===== src/rtl/e1sa_pkg.sv =====
package e1sa_pkg;

    typedef enum logic [1:0] {
        ST_UNLOCKED = 2'd0,
        ST_ALIGN    = 2'd1,
        ST_NAT      = 2'd2,
        ST_REST     = 2'd3
    } tap_state_t;

    localparam logic [1:0] SA_PIN_CODE = 2'b01;

endpackage


===== src/rtl/e1sa_timebase.sv =====
module e1sa_timebase #(
    parameter int FRAME_BITS = 256,
    parameter int Q_PER_BIT  = 4,
    localparam int QW = $clog2(Q_PER_BIT),
    localparam int BW = $clog2(FRAME_BITS)
) (
    input  logic          clk,
    input  logic          rst_n,
    input  logic          q_en,
    input  logic          frame_sync,
    output logic [QW-1:0] q_nxt,
    output logic [BW-1:0] b_nxt
);
    localparam logic [QW-1:0] Q_LAST = QW'(Q_PER_BIT - 1);
    localparam logic [BW-1:0] B_LAST = BW'(FRAME_BITS - 1);

    logic [QW-1:0] qcnt;
    logic [BW-1:0] bcnt;

    always_comb begin
        q_nxt = qcnt;
        b_nxt = bcnt;
        if (frame_sync) begin
            q_nxt = '0;
            b_nxt = '0;
        end else if (qcnt == Q_LAST) begin
            q_nxt = '0;
            b_nxt = (bcnt == B_LAST) ? '0 : bcnt + 1'b1;
        end else begin
            q_nxt = qcnt + 1'b1;
        end
    end

    always_ff @(posedge clk or negedge rst_n) begin
        if (!rst_n) begin
            qcnt <= Q_LAST;
            bcnt <= B_LAST;
        end else if (q_en) begin
            qcnt <= q_nxt;
            bcnt <= b_nxt;
        end
    end

endmodule


===== src/rtl/e1sa_frame_fsm.sv =====
module e1sa_frame_fsm
    import e1sa_pkg::*;
#(
    parameter int FRAME_BITS = 256,
    parameter int Q_PER_BIT  = 4,
    parameter int NUM_SA     = 5,
    parameter int FIRST_SA   = 3,
    parameter int NFAS_POS   = 1,
    localparam int QW = $clog2(Q_PER_BIT),
    localparam int BW = $clog2(FRAME_BITS)
) (
    input  logic          clk,
    input  logic          rst_n,
    input  logic          q_en,
    input  logic          align_lock,
    input  logic          rx_bit,
    input  logic [QW-1:0] q_nxt,
    input  logic [BW-1:0] b_nxt,
    output tap_state_t    st_nxt
);
    localparam logic [BW-1:0] IND_POS = BW'(NFAS_POS);
    localparam logic [BW-1:0] SA_END  = BW'(FIRST_SA + NUM_SA);

    tap_state_t state;
    logic       cell_open;

    assign cell_open = q_en && (q_nxt == '0);

    always_comb begin
        st_nxt = state;
        if (q_en && !align_lock) begin
            st_nxt = ST_UNLOCKED;
        end else if (cell_open && (b_nxt == '0)) begin
            st_nxt = ST_ALIGN;
        end else if (cell_open) begin
            unique case (state)
                ST_UNLOCKED: st_nxt = ST_UNLOCKED;
                ST_ALIGN:    if (b_nxt == IND_POS) st_nxt = rx_bit ? ST_NAT : ST_REST;
                ST_NAT:      if (b_nxt == SA_END) st_nxt = ST_REST;
                ST_REST:     st_nxt = ST_REST;
                default:     st_nxt = ST_UNLOCKED;
            endcase
        end
    end

    always_ff @(posedge clk or negedge rst_n) begin
        if (!rst_n) state <= ST_UNLOCKED;
        else        state <= st_nxt;
    end

endmodule


===== src/rtl/e1sa_pin_out.sv =====
module e1sa_pin_out
    import e1sa_pkg::*;
#(
    parameter int FRAME_BITS = 256,
    parameter int Q_PER_BIT  = 4,
    parameter int NUM_SA     = 5,
    parameter int FIRST_SA   = 3,
    localparam int QW = $clog2(Q_PER_BIT),
    localparam int BW = $clog2(FRAME_BITS)
) (
    input  logic                clk,
    input  logic                rst_n,
    input  logic                q_en,
    input  logic                rx_bit,
    input  logic [QW-1:0]       q_nxt,
    input  logic [BW-1:0]       b_nxt,
    input  tap_state_t          st_nxt,
    input  logic [2*NUM_SA-1:0] sa_sel,
    input  logic                strobe_en_mode,
    output logic                dl_data,
    output logic                dl_strobe
);
    localparam logic [QW-1:0] HALF_Q = QW'(Q_PER_BIT / 2);

    logic [NUM_SA-1:0] sa_hit;
    logic              sel_cell;
    logic              late_half;

    for (genvar gi = 0; gi < NUM_SA; gi++) begin : g_sa
        localparam logic [BW-1:0] POS = BW'(FIRST_SA + gi);
        assign sa_hit[gi] = (b_nxt == POS) && (sa_sel[2*gi +: 2] == SA_PIN_CODE);
    end

    assign sel_cell  = (st_nxt == ST_NAT) && (|sa_hit);
    assign late_half = (q_nxt >= HALF_Q);

    always_ff @(posedge clk or negedge rst_n) begin
        if (!rst_n) begin
            dl_data   <= 1'b0;
            dl_strobe <= 1'b0;
        end else if (q_en) begin
            if (q_nxt == '0) dl_data <= rx_bit;
            dl_strobe <= strobe_en_mode ? !sel_cell : (sel_cell && late_half);
        end
    end

endmodule


===== src/rtl/e1_sa_rx_tap.sv =====
module e1_sa_rx_tap
    import e1sa_pkg::*;
#(
    parameter int FRAME_BITS = 256,
    parameter int Q_PER_BIT  = 4,
    parameter int NUM_SA     = 5,
    parameter int FIRST_SA   = 3,
    parameter int NFAS_POS   = 1
) (
    input  logic                clk,
    input  logic                rst_n,
    input  logic                q_en,
    input  logic                frame_sync,
    input  logic                align_lock,
    input  logic                rx_bit,
    input  logic [2*NUM_SA-1:0] sa_sel,
    input  logic                strobe_en_mode,
    output logic                dl_data,
    output logic                dl_strobe
);
    localparam int QW = $clog2(Q_PER_BIT);
    localparam int BW = $clog2(FRAME_BITS);

    logic [QW-1:0] q_nxt;
    logic [BW-1:0] b_nxt;
    tap_state_t    st_nxt;

    e1sa_timebase #(
        .FRAME_BITS(FRAME_BITS),
        .Q_PER_BIT (Q_PER_BIT)
    ) u_tb (
        .clk       (clk),
        .rst_n     (rst_n),
        .q_en      (q_en),
        .frame_sync(frame_sync),
        .q_nxt     (q_nxt),
        .b_nxt     (b_nxt)
    );

    e1sa_frame_fsm #(
        .FRAME_BITS(FRAME_BITS),
        .Q_PER_BIT (Q_PER_BIT),
        .NUM_SA    (NUM_SA),
        .FIRST_SA  (FIRST_SA),
        .NFAS_POS  (NFAS_POS)
    ) u_fsm (
        .clk       (clk),
        .rst_n     (rst_n),
        .q_en      (q_en),
        .align_lock(align_lock),
        .rx_bit    (rx_bit),
        .q_nxt     (q_nxt),
        .b_nxt     (b_nxt),
        .st_nxt    (st_nxt)
    );

    e1sa_pin_out #(
        .FRAME_BITS(FRAME_BITS),
        .Q_PER_BIT (Q_PER_BIT),
        .NUM_SA    (NUM_SA),
        .FIRST_SA  (FIRST_SA)
    ) u_out (
        .clk           (clk),
        .rst_n         (rst_n),
        .q_en          (q_en),
        .rx_bit        (rx_bit),
        .q_nxt         (q_nxt),
        .b_nxt         (b_nxt),
        .st_nxt        (st_nxt),
        .sa_sel        (sa_sel),
        .strobe_en_mode(strobe_en_mode),
        .dl_data       (dl_data),
        .dl_strobe     (dl_strobe)
    );

endmodule


===== config.mk =====
export PLATFORM = sky130hd
export DESIGN_NAME = e1_sa_rx_tap
export DESIGN_NICKNAME = d
export VERILOG_FILES = /design/src/rtl/e1sa_pkg.sv /design/src/rtl/e1sa_timebase.sv /design/src/rtl/e1sa_frame_fsm.sv /design/src/rtl/e1sa_pin_out.sv /design/src/rtl/e1_sa_rx_tap.sv
export SDC_FILE = /design/constraint.sdc
export NUM_CORES = 1
export LEC_CHECK = 0
export BUFFER_PORTS_ARGS = -buffer_cell sky130_fd_sc_hd__buf_2
export CORE_MARGIN = 2
export CORE_UTILIZATION = 30
export CTS_BUF_LIST = sky130_fd_sc_hd__clkbuf_2
export CTS_CLUSTER_DIAMETER = 100
export DETAILED_ROUTE_END_ITERATION = 12
export PLACE_DENSITY_LB_ADDON = 0.15
export SLEW_MARGIN = 20
export SYNTH_ARGS = -nofsm -noshare
export SYNTH_HDL_FRONTEND = slang
export SYNTH_SLANG_ARGS = --single-unit

===== constraint.sdc =====
create_clock -name clk -period 6.3 [get_ports clk]
set_input_delay 1.26 -clock clk [delete_from_list [all_inputs] [get_ports clk]]
set_output_delay 1.26 -clock clk [all_outputs]
set_load 0.02 [all_outputs]

* Yosys cells after proc, flatten, opt, wreduce, memory -nomap -nowiden *
Cells that the tools add are included.

storage, ports and cells
  output and inout bits = 2
  input port bits = 17
  word-level logic and storage cells = 56
  register bits after elaboration = 14

operators by class
  $lt $le $gt $ge = 1
  reduce and logical (&&, ||, !) cells = 17
  equal/unequal tests = 18
  add/subtract/negate cells = 2
  multiplexer cells = 13

operators by type and width
  operator             count
  $eq 8x3->1 const B   4
  $mux 8               3
  $mux 2               7
  $eq 2x1->1 const B   6
  $logic_and 1x1->1    10
  $add 8x1->8 const B  1
  $eq 2x2->1 const B   4
  $eq 8x1->1 const B   1
  $eq 8x2->1 const B   1
  $eq 8x4->1 const B   1
  $eq 8x8->1 const B   1
  $logic_not 8->1      1
  $pmux 2 s4           1
  $reduce_or 5->1      1
  $logic_not 2->1      2
  $add 2x1->2 const B  1
  $ge 2x2->1 const B   1
  $logic_not 1->1      2
  $mux 1               2
  $reduce_and 2->1     1

* Longest topological paths before layout *
Gate-level depths: netlist (run 1).

  word-level depth = 14
  depth in mapped cells = 10
  depth with buffers taken out = 9

* By module *
Synthesis (run 1) repeated with hierarchy kept, for this count alone.

unflattened totals
  cell total of the unflattened synthesis = 118
  area, all modules = 1051.0 sq um

by module, submodules not included
  module          area an instance (sq um)  instances  cells each  seq. area each (sq um)
  e1sa_timebase   703.2                     1          76          262.8
  e1sa_pin_out    195.2                     1          24          50.0
  e1sa_frame_fsm  152.6                     1          18          50.0

* Worst setup path before layout (run 1) *
OpenSTA, ideal clock, no wires.

  kind = input port to flip-flop
  start point = input port q_en
  end point = register u_out.dl_strobe
  data required time = 6.172 ns
  library setup time = 0.128 ns
  data arrival time = 2.644 ns
  path buffers = 0
  path slack = 3.528 ns
  cell stages on the path = 8
  cells stage by stage = inv_2 o31ai_1 o21ai_1 nor3_2 a31oi_1 a211oi_2 nand4_1 nor3b_1

between the ends
  cells in the longest elaborated chain, start to end = 8
  elaborated cells between the ends (all ways) = 11
  those cells by class = eq/ne (1); mux (4); reduce/logical (6)

RTL lines
  what                                                  RTL line                                    RTL
  start: declaration                                    e1_sa_rx_tap.sv:12                          input logic q_en,
  $logic_and 1x1->1                                     e1sa_frame_fsm.sv:27                        assign cell_open = q_en && (q_nxt == '0);
  $mux 2 or $logic_and 1x1->1 (tied branches)           e1sa_frame_fsm.sv:35, e1sa_frame_fsm.sv:33
  $mux 2                                                e1sa_frame_fsm.sv:33                        end else if (cell_open && (b_nxt == '0)) begin
  $mux 2 (*)                                            e1sa_frame_fsm.sv:31                        if (q_en && !align_lock) begin
  named net st_nxt[1]                                   e1_sa_rx_tap.sv:26                          tap_state_t st_nxt;
  $eq 2x2->1 (*)                                        e1sa_pin_out.sv:34                          assign sel_cell = (st_nxt == ST_NAT) && (|sa_hit);
  $logic_and 1x1->1 (*)                                 e1sa_pin_out.sv:34
  $logic_and 1x1->1 or $logic_not 1->1 (tied branches)  e1sa_pin_out.sv:43                          dl_strobe <= strobe_en_mode ? !sel_cell : (sel_cell && late_half);
  $mux 1 (*)                                            e1sa_pin_out.sv:43
  end signal: assignment                                e1sa_pin_out.sv:43
  end: declaration                                      e1sa_pin_out.sv:21                          output logic dl_strobe

The timed path passes the listed nets; every way through them passes the cells marked *.
A chain may end at the register's enable or synchronous reset.

* Worst setup path in the final report (run 1) *
  start point = input port q_en
  end point = register u_out.dl_strobe

between the ends
  cells in the longest elaborated chain, start to end = 8
  elaborated cells between the ends (all ways) = 11
  those cells by class = eq/ne (1); mux (4); reduce/logical (6)

RTL lines
  what                                                  RTL line
  $logic_and 1x1->1                                     e1sa_frame_fsm.sv:27
  $mux 2 or $logic_and 1x1->1 (tied branches)           e1sa_frame_fsm.sv:35, e1sa_frame_fsm.sv:33
  $mux 2                                                e1sa_frame_fsm.sv:33
  $mux 2                                                e1sa_frame_fsm.sv:31
  $eq 2x2->1                                            e1sa_pin_out.sv:34
  $logic_and 1x1->1                                     e1sa_pin_out.sv:34
  $logic_and 1x1->1 or $logic_not 1->1 (tied branches)  e1sa_pin_out.sv:43
  $mux 1                                                e1sa_pin_out.sv:43

Parallel ways exist; a longest one is shown, timed or not.

==> metrics, run 1 <==
path type of the worst min-delay path register to register; cells resized by post-CTS repair 0; sequential element share of the synthesized area 0.325; normalized max-slew margin 0.516; number of sinks handled by clock tree synthesis 14; number of buffers created by CTS 3; maximum number of pins on one net before global-route repair 15; Most used DFF post-synth dfstp_2; actual transition at the worst max-transition pin 0.708 ns; Final Max Slew Viols 0; synthesized area per cell 9.16 µm²; critical-path maximum fanout 12; depth of the CTS H-tree 1; Die Y 65.0 µm; number of design rule violations left after detail routing 0; TritonCTS clock tree built; cells after synthesis 122; per-cell routed wire length 14.2 µm; power density normalized to cell area 175 nW/µm²; number of flops mapped to enable cells by yosys 0; row cnt 22; commonest non-fill, non-tap cell in the layout buf_2; non-filler instance count after layout 186; Synth Warn # 0; Final #Nets 158; total of flip-flops plus latches after synthesis 14; initial standard-cell utilization of the core 0.308; hold-fix buffers at CTS 0; floorplan die area 4230 µm²; most used cells in the layout excluding fill and tap cells buf_2, dfstp_2, nor2_1; result of the run finished clean; drt pass-1 iters 4; total negative setup slack 0 ns; count of max-cap constraint violations 0; post-DR vias/cell 5.42; Distinct cells, synth 45; final critical path time including I/O delays and setup 3.05 ns; number of antenna violations at the first check in global routing 0; antenna diode count 0; DRC violation total after the first TritonRoute iteration 36; nets in the synthesized netlist 141; placeable core region 3630 µm²; clock latency on the worst-skew pair 0.28 ns; sum of overflow across all layers after global routing 0; Critical Path RT 6.51 ns; fraction of final layout cells sized beyond drive strength 1 0.341; Final HPWL DP 2030 µm; kind of capture point of the worst setup path register; total placed instance area 1220 µm²; arrival time of the worst setup path 3.25 ns; final critical-path setup slack 3.25 ns; Top-Level Pins 19; overall track demand over capacity in global routing 0.136; pre-CTS WS 3.01 ns; post-route total power 218 µW; vias in the first global route 935; endpoints failing setup 0; remaining antenna violation count 0; IR Drop Worst-Case VDD 0.0777 mV; Chip Width 65.0 µm; CTS clock-pin slew for the worst setup and hold paths 0.13 ns; Fin Clk Skew 0.00169 ns; via count 1009; core occupancy in the finished layout 0.342; PortBufs 18; gpl congestion 0.855; number of hold violations in the final report 0; Worst Setup Start Kind input pin; FFs w/ async S/R, synth 1.00; relative area change from synthesis to final layout 11.3%; fin crit share 0.484; leakage power total 0.455 nW; number of post-CTS setup repair buffers 0; clock root buffer clkbuf_2; final WL 2650 µm; first-pass GRT wire length 4400 µm; post-route cell area 1240 µm²; highest clock rate 0.328 GHz; post-synthesis instance area 1120 µm²; clk buf depth 2; worst slack on hold paths 0.518 ns; unrepaired setup endpoints after global routing no; critical setup path kind input pin to register; cell count after placement 182
-- report_power, final --
part           internal, mW  switching, mW  total (mW)
clock                0.0138         0.0292      0.0429
sequential            0.103         0.0104       0.114
combinational        0.0280         0.0329      0.0609
total                 0.145         0.0725       0.218
-- worst paths after layout --
path                                                start                           to  slack [ns]  cells after the start
worst max-delay path                                 q_en  u_out.dl_strobe$_DFFE_PN0P_        3.25                      9
min in group asynchronous                           rst_n     u_fsm.state[1]$_DFF_PN0_        0.84                      1
max in group asynchronous                           rst_n     u_tb.bcnt[3]$_DFFE_PN1P_        5.17                      1
worst min register to register  u_out.dl_data$_DFFE_PN0P_    u_out.dl_data$_DFFE_PN0P_        0.52                      1
worst max register to register   u_tb.qcnt[0]$_DFFE_PN1P_  u_out.dl_strobe$_DFFE_PN0P_        3.36                      9
worst min-delay path            u_out.dl_data$_DFFE_PN0P_    u_out.dl_data$_DFFE_PN0P_        0.52                      1
-- worst max-delay path: stages --
cell	delay, ns
buf_2	0.23
inv_2	0.13
o31ai_1	0.43
o21ai_1	0.18
nor3_2	0.28
a31oi_1	0.16
and4b_1	0.30
a311oi_1	0.10
nor3b_1	0.19
-- logic make-up (layout without fill, tap and decap cells) --
| logic type | Yosys count | after routing | share of synthesized area |
|---|---|---|---|
| AOI/OAI and AO/OA | 39 | 39 | 0.254 |
| xor gates and xnor gates | 3 | 3 | 0.0235 |
| adders and majority gates | 2 | 2 | 0.0224 |
| buffers and inverters | 8 | 24 | 0.0448 |
| DFF | 14 | 14 | 0.325 |
| muxes | 10 | 10 | 0.0963 |
| and+or+nand+nor | 46 | 46 | 0.234 |
-- flip-flops by register name, indices dropped and copies added (netlist names) --
signal           flops
u_out.dl_strobe      1
u_tb.qcnt            2
u_out.dl_data        1
u_fsm.state          2
u_tb.bcnt            8
-- area by class of cell --
cell class	instances	area (µm²)
clock buffers	3	15.0
repair buffers	18	90.1
clock inverters	1	3.75
inverters	2	7.51
fillers	400	2390
well taps	48	60.1
multi-input cells	100	704
flip-flops and latches	14	363
-- per-layer routing --
metal  vias to the layer above  part of all wire  GRT usage  wire, µm
met2                        19              0.49      0.233      1300
met1                       486              0.47      0.176      1250
met3                         4             0.022     0.0104        58
li1                        500                 -          -         -
met5                         -                 0          0         0
met4                         0             0.013     0.0547        35
-- Yosys cell counts, types with 2 or more instances --
library cell	number	area, µm²
a21oi_1	7	35.0
a211oi_1	2	15.0
ha_1	2	25.0
nor2b_1	2	12.5
nand4_1	4	25.0
or3_1	3	18.8
inv_2	2	7.51
xnor2_1	3	26.3
mux2_2	6	67.6
nor3_1	4	20.0
o21ai_0	8	40.0
buf_6	2	22.5
nor2_1	9	33.8
and2_1	2	12.5
nand2_1	8	30.0
a311oi_1	2	17.5
o31ai_1	2	15.0
a31o_2	2	17.5
a21o_1	4	30.0
dfstp_2	10	263
a31oi_1	2	12.5
mux2i_1	4	40.0
a22o_1	2	17.5
o21ai_1	2	10.0
nand2b_1	5	31.3
dfrtp_1	4	100
No activity file was read; power rests on OpenSTA's default activity.
==> run 2: changes to the inputs <==
--- a/config.mk
+++ b/config.mk
@@ -5,6 +5,7 @@
 export SDC_FILE = /design/constraint.sdc
 export NUM_CORES = 1
 export LEC_CHECK = 0
+export ABC_AREA = 1
 export BUFFER_PORTS_ARGS = -buffer_cell sky130_fd_sc_hd__buf_2
 export CORE_MARGIN = 2
 export CORE_UTILIZATION = 30
==> constraint.sdc (replaced) <==
create_clock -name clk -period 3.2 [get_ports clk]
set_input_delay 0.64 -clock clk [delete_from_list [all_inputs] [get_ports clk]]
set_output_delay 0.64 -clock clk [all_outputs]
set_load 0.02 [all_outputs]
==> metrics, run 2 <==
number of flops mapped to enable cells by yosys 0; endpoints failing setup 0; FFs w/ async S/R, synth 1.00; final critical path time including I/O delays and setup 2.24 ns; largest cells by area after synthesis dfstp_2, nand2_1, dfrtp_1; Fin Clk Skew 0.000623 ns; cell count of the worst reg-to-reg path 16; commonest non-fill, non-tap cell in the layout nand2_1; clock latency on the worst-skew pair 0.29 ns; depth of the CTS H-tree 1; path type of the worst min-delay path input pin to async pin; Die Y 65.3 µm; highest clock rate 0.447 GHz; total negative setup slack 0 ns; kind of capture point of the worst setup path register; max FFs per register 8; cell count after placement 238; leading area contributor after synthesis dfstp_2; sum of overflow across all layers after global routing 0; leakage power total 0.638 nW; fin crit share 0.699; number of hold violations in the final report 0; most used standard cells in the synthesized netlist nand2_1, inv_1, nor2_1, nand3_1; number of antenna violations at the first check in global routing 0; number of buffers created by CTS 3; sequential element share of the synthesized area 0.322; critical setup path kind register to register; placeable core region 3630 µm²; clk buf depth 2; Top-Level Pins 19; worst reg2reg endpoint u_out.dl_strobe$_DFFE_PN0P_; non-filler instance count after layout 242; power density normalized to cell area 304 nW/µm²; result of the run finished clean; PortBufs 18; relative area change from synthesis to final layout 14.8%; TritonCTS clock tree built; normalized max-slew margin 0.690; Top Registers u_tb.bcnt (8), u_fsm.state (2), u_tb.qcnt (2); post-synthesis instance area 1130 µm²; Distinct cells, synth 25; Chip Width 65.3 µm; post-DR vias/cell 4.50; initial standard-cell utilization of the core 0.310; per-cell routed wire length 10.9 µm; number of design rule violations left after detail routing 0; floorplan die area 4260 µm²; actual transition at the worst max-transition pin 0.464 ns; clock root buffer clkbuf_2; number of post-CTS setup repair buffers 0; CTS clock-pin slew for the worst setup and hold paths 0.15 ns; launching point of the worst reg2reg path u_tb.qcnt[0]$_DFFE_PN1P_; overall track demand over capacity in global routing 0.136; Most used DFF post-synth dfstp_2; IR Drop Worst-Case VDD 0.136 mV; first-pass GRT wire length 4530 µm; vias in the first global route 1006; count of max-cap constraint violations 0; gpl congestion 0.883; drt pass-1 iters 4; most frequent cell after synthesis nand2_1; arrival time of the worst setup path 2.43 ns; unrepaired setup endpoints after global routing no; post-route total power 393 µW; Worst Setup Start Kind register; DRC violation total after the first TritonRoute iteration 44; number of sinks handled by clock tree synthesis 14; register-to-register setup slack 0.96 ns; remaining antenna violation count 0; antenna diode count 0; cells resized by post-CTS repair 0; via count 1088; Final Max Slew Viols 0; critical-path maximum fanout 7; synthesized area per cell 6.51 µm²; Synth Warn # 0; cells after synthesis 173; Final #Nets 214; final WL 2640 µm; row cnt 22; Critical Path RT 3.39 ns; Final HPWL DP 2140 µm; nets in the synthesized netlist 192; fraction of final layout cells sized beyond drive strength 1 0.289; most used cells in the layout excluding fill and tap cells nand2_1, inv_1, buf_2; maximum number of pins on one net before global-route repair 18; hold-fix buffers at CTS 0; total of flip-flops plus latches after synthesis 14; top cell type's share of synthesized area 0.233; largest reg by FF count u_tb.bcnt
[run 2: worst max-delay path by stage]
| stage | start | end | slack, ns | cells after the start |
|---|---|---|---|---|
| final | u_tb.qcnt[0]$_DFFE_PN1P_ | u_out.dl_strobe$_DFFE_PN0P_ | 0.96 | 16 |
| after global routing | u_tb.qcnt[0]$_DFFE_PN1P_ | u_out.dl_strobe$_DFFE_PN0P_ | 0.72 | 16 |
| after CTS | u_tb.qcnt[0]$_DFFE_PN1P_ | u_out.dl_strobe$_DFFE_PN0P_ | 0.95 | 16 |
| after detailed placement | u_tb.qcnt[0]$_DFFE_PN1P_ | u_out.dl_strobe$_DFFE_PN0P_ | 0.95 | 16 |
| after global placement | u_tb.qcnt[0]$_DFFE_PN1P_ | u_out.dl_strobe$_DFFE_PN0P_ | 0.99 | 16 |
| after floorplan | u_tb.qcnt[0]$_DFFE_PN1P_ | u_out.dl_strobe$_DFFE_PN0P_ | 1.21 | 14 |
[run 2: power by group]
part           switching, mW  internal, mW
registers            0.00834         0.194
clock network         0.0625        0.0331
logic                 0.0601        0.0341
[run 2: area by class of cell]
| cell class | instances | area (µm²) |
|---|---|---|
| clock buffer | 4 | 20.0 |
| timing repair buffer | 18 | 90.1 |
| tap | 48 | 60.1 |
| fill | 416 | 2340 |
| multi-input combinational | 128 | 647 |
| inverter | 30 | 113 |
| sequential | 14 | 363 |
[run 2: per-layer routing]
metal  GRT usage  part of all wire  vias to the layer above  routed length (µm)
li1            -                 -                      582                   -
met1       0.182              0.49                      487                1300
met2       0.219              0.46                       15                1230
met3      0.0394             0.032                        4                  85
met4      0.0260             0.011                        0                  29
met5           0                 0                        -                   0
[run 2: worst max-delay path: stages, from the launching register on]
cell	delay [ns]
dfstp_2	0.57
ha_1	0.30
nand3_2	0.18
nor2_4	0.12
nand2_2	0.09
nand2_2	0.12
inv_2	0.06
o21ai_2	0.07
nand3_1	0.09
o21ai_1	0.09
nand2_1	0.06
nand2_1	0.06
inv_1	0.05
nor2_2	0.11
nand2_1	0.06
nand2_1	0.05
nand3_1	0.05
[run 2: stage by stage]
step | setup WS [ns] | instance area (µm²) | hold slack (ns) | util
floorplan | 1.21 | 1130 | 0.344 | -
global placement | 0.991 | 1270 | 0.470 | 0.350
detailed placement | 0.950 | 1270 | 0.473 | 0.350
CTS | 0.951 | 1290 | 0.213 | 0.356
global route | 0.722 | 1290 | 0.211 | 0.356
finish | 0.963 | 1290 | 0.224 | 0.356
[run 2: kinds of logic after synthesis]
group                    count (synthesis)  share of synthesized area
AO/OA/AOI/OAI                           19                      0.100
AND/OR/NAND/NOR                        107                      0.452
flip-flops                              14                      0.322
buffers and inverters                   31                      0.103
adder cells (fa/ha/maj)                  2                     0.0222
==> run 3: changes to the inputs <==
==> constraint.sdc (replaced) <==
create_clock -name clk -period 2 [get_ports clk]
set_input_delay 0.4 -clock clk [delete_from_list [all_inputs] [get_ports clk]]
set_output_delay 0.4 -clock clk [all_outputs]
set_load 0.02 [all_outputs]
==> metrics, run 3 (same netlist as run 2, synthesis figures left out) <==
result of the run finished, violations left; violations in the final reports setup timing; path type of the worst min-delay path input pin to register; floorplan die area 4260 µm²; maximum number of pins on one net before global-route repair 18; per-cell routed wire length 11.0 µm; row cnt 22; leakage power total 0.737 nW; sum of overflow across all layers after global routing 0; TritonCTS clock tree built; final critical path time including I/O delays and setup 2.10 ns; cell count of the worst reg-to-reg path 14; worst reg2reg endpoint u_out.dl_strobe$_DFFE_PN0P_; commonest non-fill, non-tap cell in the layout nand2_1; cell repeated most along the worst path nand2_1; filler cell count 394; Chip Width 65.3 µm; PortBufs 18; destination of the worst hold path u_tb.bcnt[3]$_DFFE_PN1P_; most used cells in the layout excluding fill and tap cells nand2_1, inv_1, buf_4; cell count after placement 258; number of sinks handled by clock tree synthesis 14; placeable core region 3630 µm²; Top-Level Pins 19; vias in the first global route 1238; clock latency on the worst-skew pair 0.29 ns; fin crit share 1.05; DRC violation total after the first TritonRoute iteration 27; Die Y 65.3 µm; worst slack on hold paths 0.369 ns; unrepaired setup endpoints after global routing yes; CP bufs+invs 0; antenna diode count 0; Worst Setup Start Kind register; largest reg by FF count u_tb.bcnt; relative area change from synthesis to final layout 34.6%; Final Max Slew Viols 0; cell count of the worst hold path 2; Final #Nets 236; power density normalized to cell area 445 nW/µm²; Critical Path RT 2.21 ns; Final HPWL DP 2310 µm; Worst path top cell family by delay simple AND/OR/NAND/NOR gates; number of buffers created by CTS 3; gpl congestion 0.828; register-to-register setup slack -0.1 ns; final critical-path setup slack -0.0978 ns; kind of capture point of the worst setup path register; endpoints failing setup 3; via count 1197; critical-path maximum fanout 5; clk buf depth 2; Hold Startpoint q_en; actual transition at the worst max-transition pin 0.484 ns; max FFs per register 8; count of max-cap constraint violations 0; Top Registers u_tb.bcnt (8), u_fsm.state (2), u_tb.qcnt (2); drt pass-1 iters 4; normalized max-slew margin 0.677; final WL 2900 µm; number of design rule violations left after detail routing 0; non-filler instance count after layout 264; highest-delay cell along the critical path dfstp_2; CTS clock-pin slew for the worst setup and hold paths 0.16 ns; highest clock rate 0.477 GHz; depth of the CTS H-tree 1; first-pass GRT wire length 5110 µm; clock root buffer clkbuf_2; number of hold violations in the final report 0; post-DR vias/cell 4.53; launching point of the worst reg2reg path u_tb.qcnt[1]$_DFFE_PN1P_; initial standard-cell utilization of the core 0.310; IR Drop Worst-Case VDD 0.311 mV; remaining antenna violation count 0; crit-path cells ha_4 -> nand3_4 -> nor2_4 -> nand2_2 -> nand3_2 -> nand2_1 -> nor2_4 -> nand3_1 -> nand2_1 -> nand3_1 -> nor2_2 -> nand2_1 -> nand2_1 -> nand3_1; critical setup path kind register to register; Fin Clk Skew 0.0110 ns; overall track demand over capacity in global routing 0.153; delay of the slowest cell on the worst path 0.61 ns; number of antenna violations at the first check in global routing 0; fraction of final layout cells sized beyond drive strength 1 0.398; arrival time of the worst setup path 2.30 ns
-- run 3: area by class of cell --
type | count | area, µm² | share of cell area
inverter | 30 | 113 | 0.0743
tap | 48 | 60.1 | 0.0396
clock inverter | 1 | 3.75 | 0.00248
clock buffer | 3 | 15.0 | 0.00991
timing repair buffer | 40 | 258 | 0.170
sequential | 14 | 363 | 0.239
multi-input combinational | 128 | 703 | 0.464
-- run 3: worst max path at each step --
| stage | from | end | slack (ns) | cells past startpoint |
|---|---|---|---|---|
| after detailed placement | u_tb.qcnt[1]$_DFFE_PN1P_ | u_out.dl_strobe$_DFFE_PN0P_ | -0.21 | 14 |
| after global placement | u_tb.qcnt[1]$_DFFE_PN1P_ | u_out.dl_strobe$_DFFE_PN0P_ | -0.18 | 14 |
| after CTS | u_tb.qcnt[0]$_DFFE_PN1P_ | u_out.dl_strobe$_DFFE_PN0P_ | -0.07 | 14 |
| after global routing | u_tb.bcnt[0]$_DFFE_PN1P_ | u_out.dl_strobe$_DFFE_PN0P_ | -0.26 | 18 |
| after floorplan | u_tb.qcnt[0]$_DFFE_PN1P_ | u_out.dl_strobe$_DFFE_PN0P_ | 0.01 | 14 |
| final | u_tb.qcnt[1]$_DFFE_PN1P_ | u_out.dl_strobe$_DFFE_PN0P_ | -0.1 | 14 |
-- run 3: timing repair --
action / 4_1_cts / 5_1_grt
pin swaps: 2 / 4
resized for setup: 9 / 5
endpoints found under the setup margin: 3 / 3
hold buffers: 1 / 0
setup buffers: 0 / 1
endpoints found under the hold margin: 4 / 0
-- run 3: stage by stage --
step                      TNS [ns]   util  power [mW]  area (µm²)  setup slack, ns
after floorplan                  0      -       0.428        1130           0.0136
after global placement      -0.379  0.392       0.511        1420           -0.184
after detailed placement    -0.402  0.392       0.511        1420           -0.206
after CTS                  -0.0741  0.412       0.679        1500          -0.0741
after global routing        -0.598  0.417       0.716        1520           -0.260
final                       -0.134  0.417       0.674        1520          -0.0978
-- run 3: routing by layer --
layer / routed length (µm) / GRT usage
met5: 0 / 0
met4: 62 / 0.0469
met3: 92 / 0.0377
met2: 1450 / 0.276
met1: 1290 / 0.178
-- run 3: power breakdown --
group,leakage (nW),internal [mW],switching (mW),total [mW]
sequential,0.154,0.311,0.0170,0.328
clock,0.0140,0.0435,0.105,0.148
combinational,0.569,0.0885,0.109,0.197
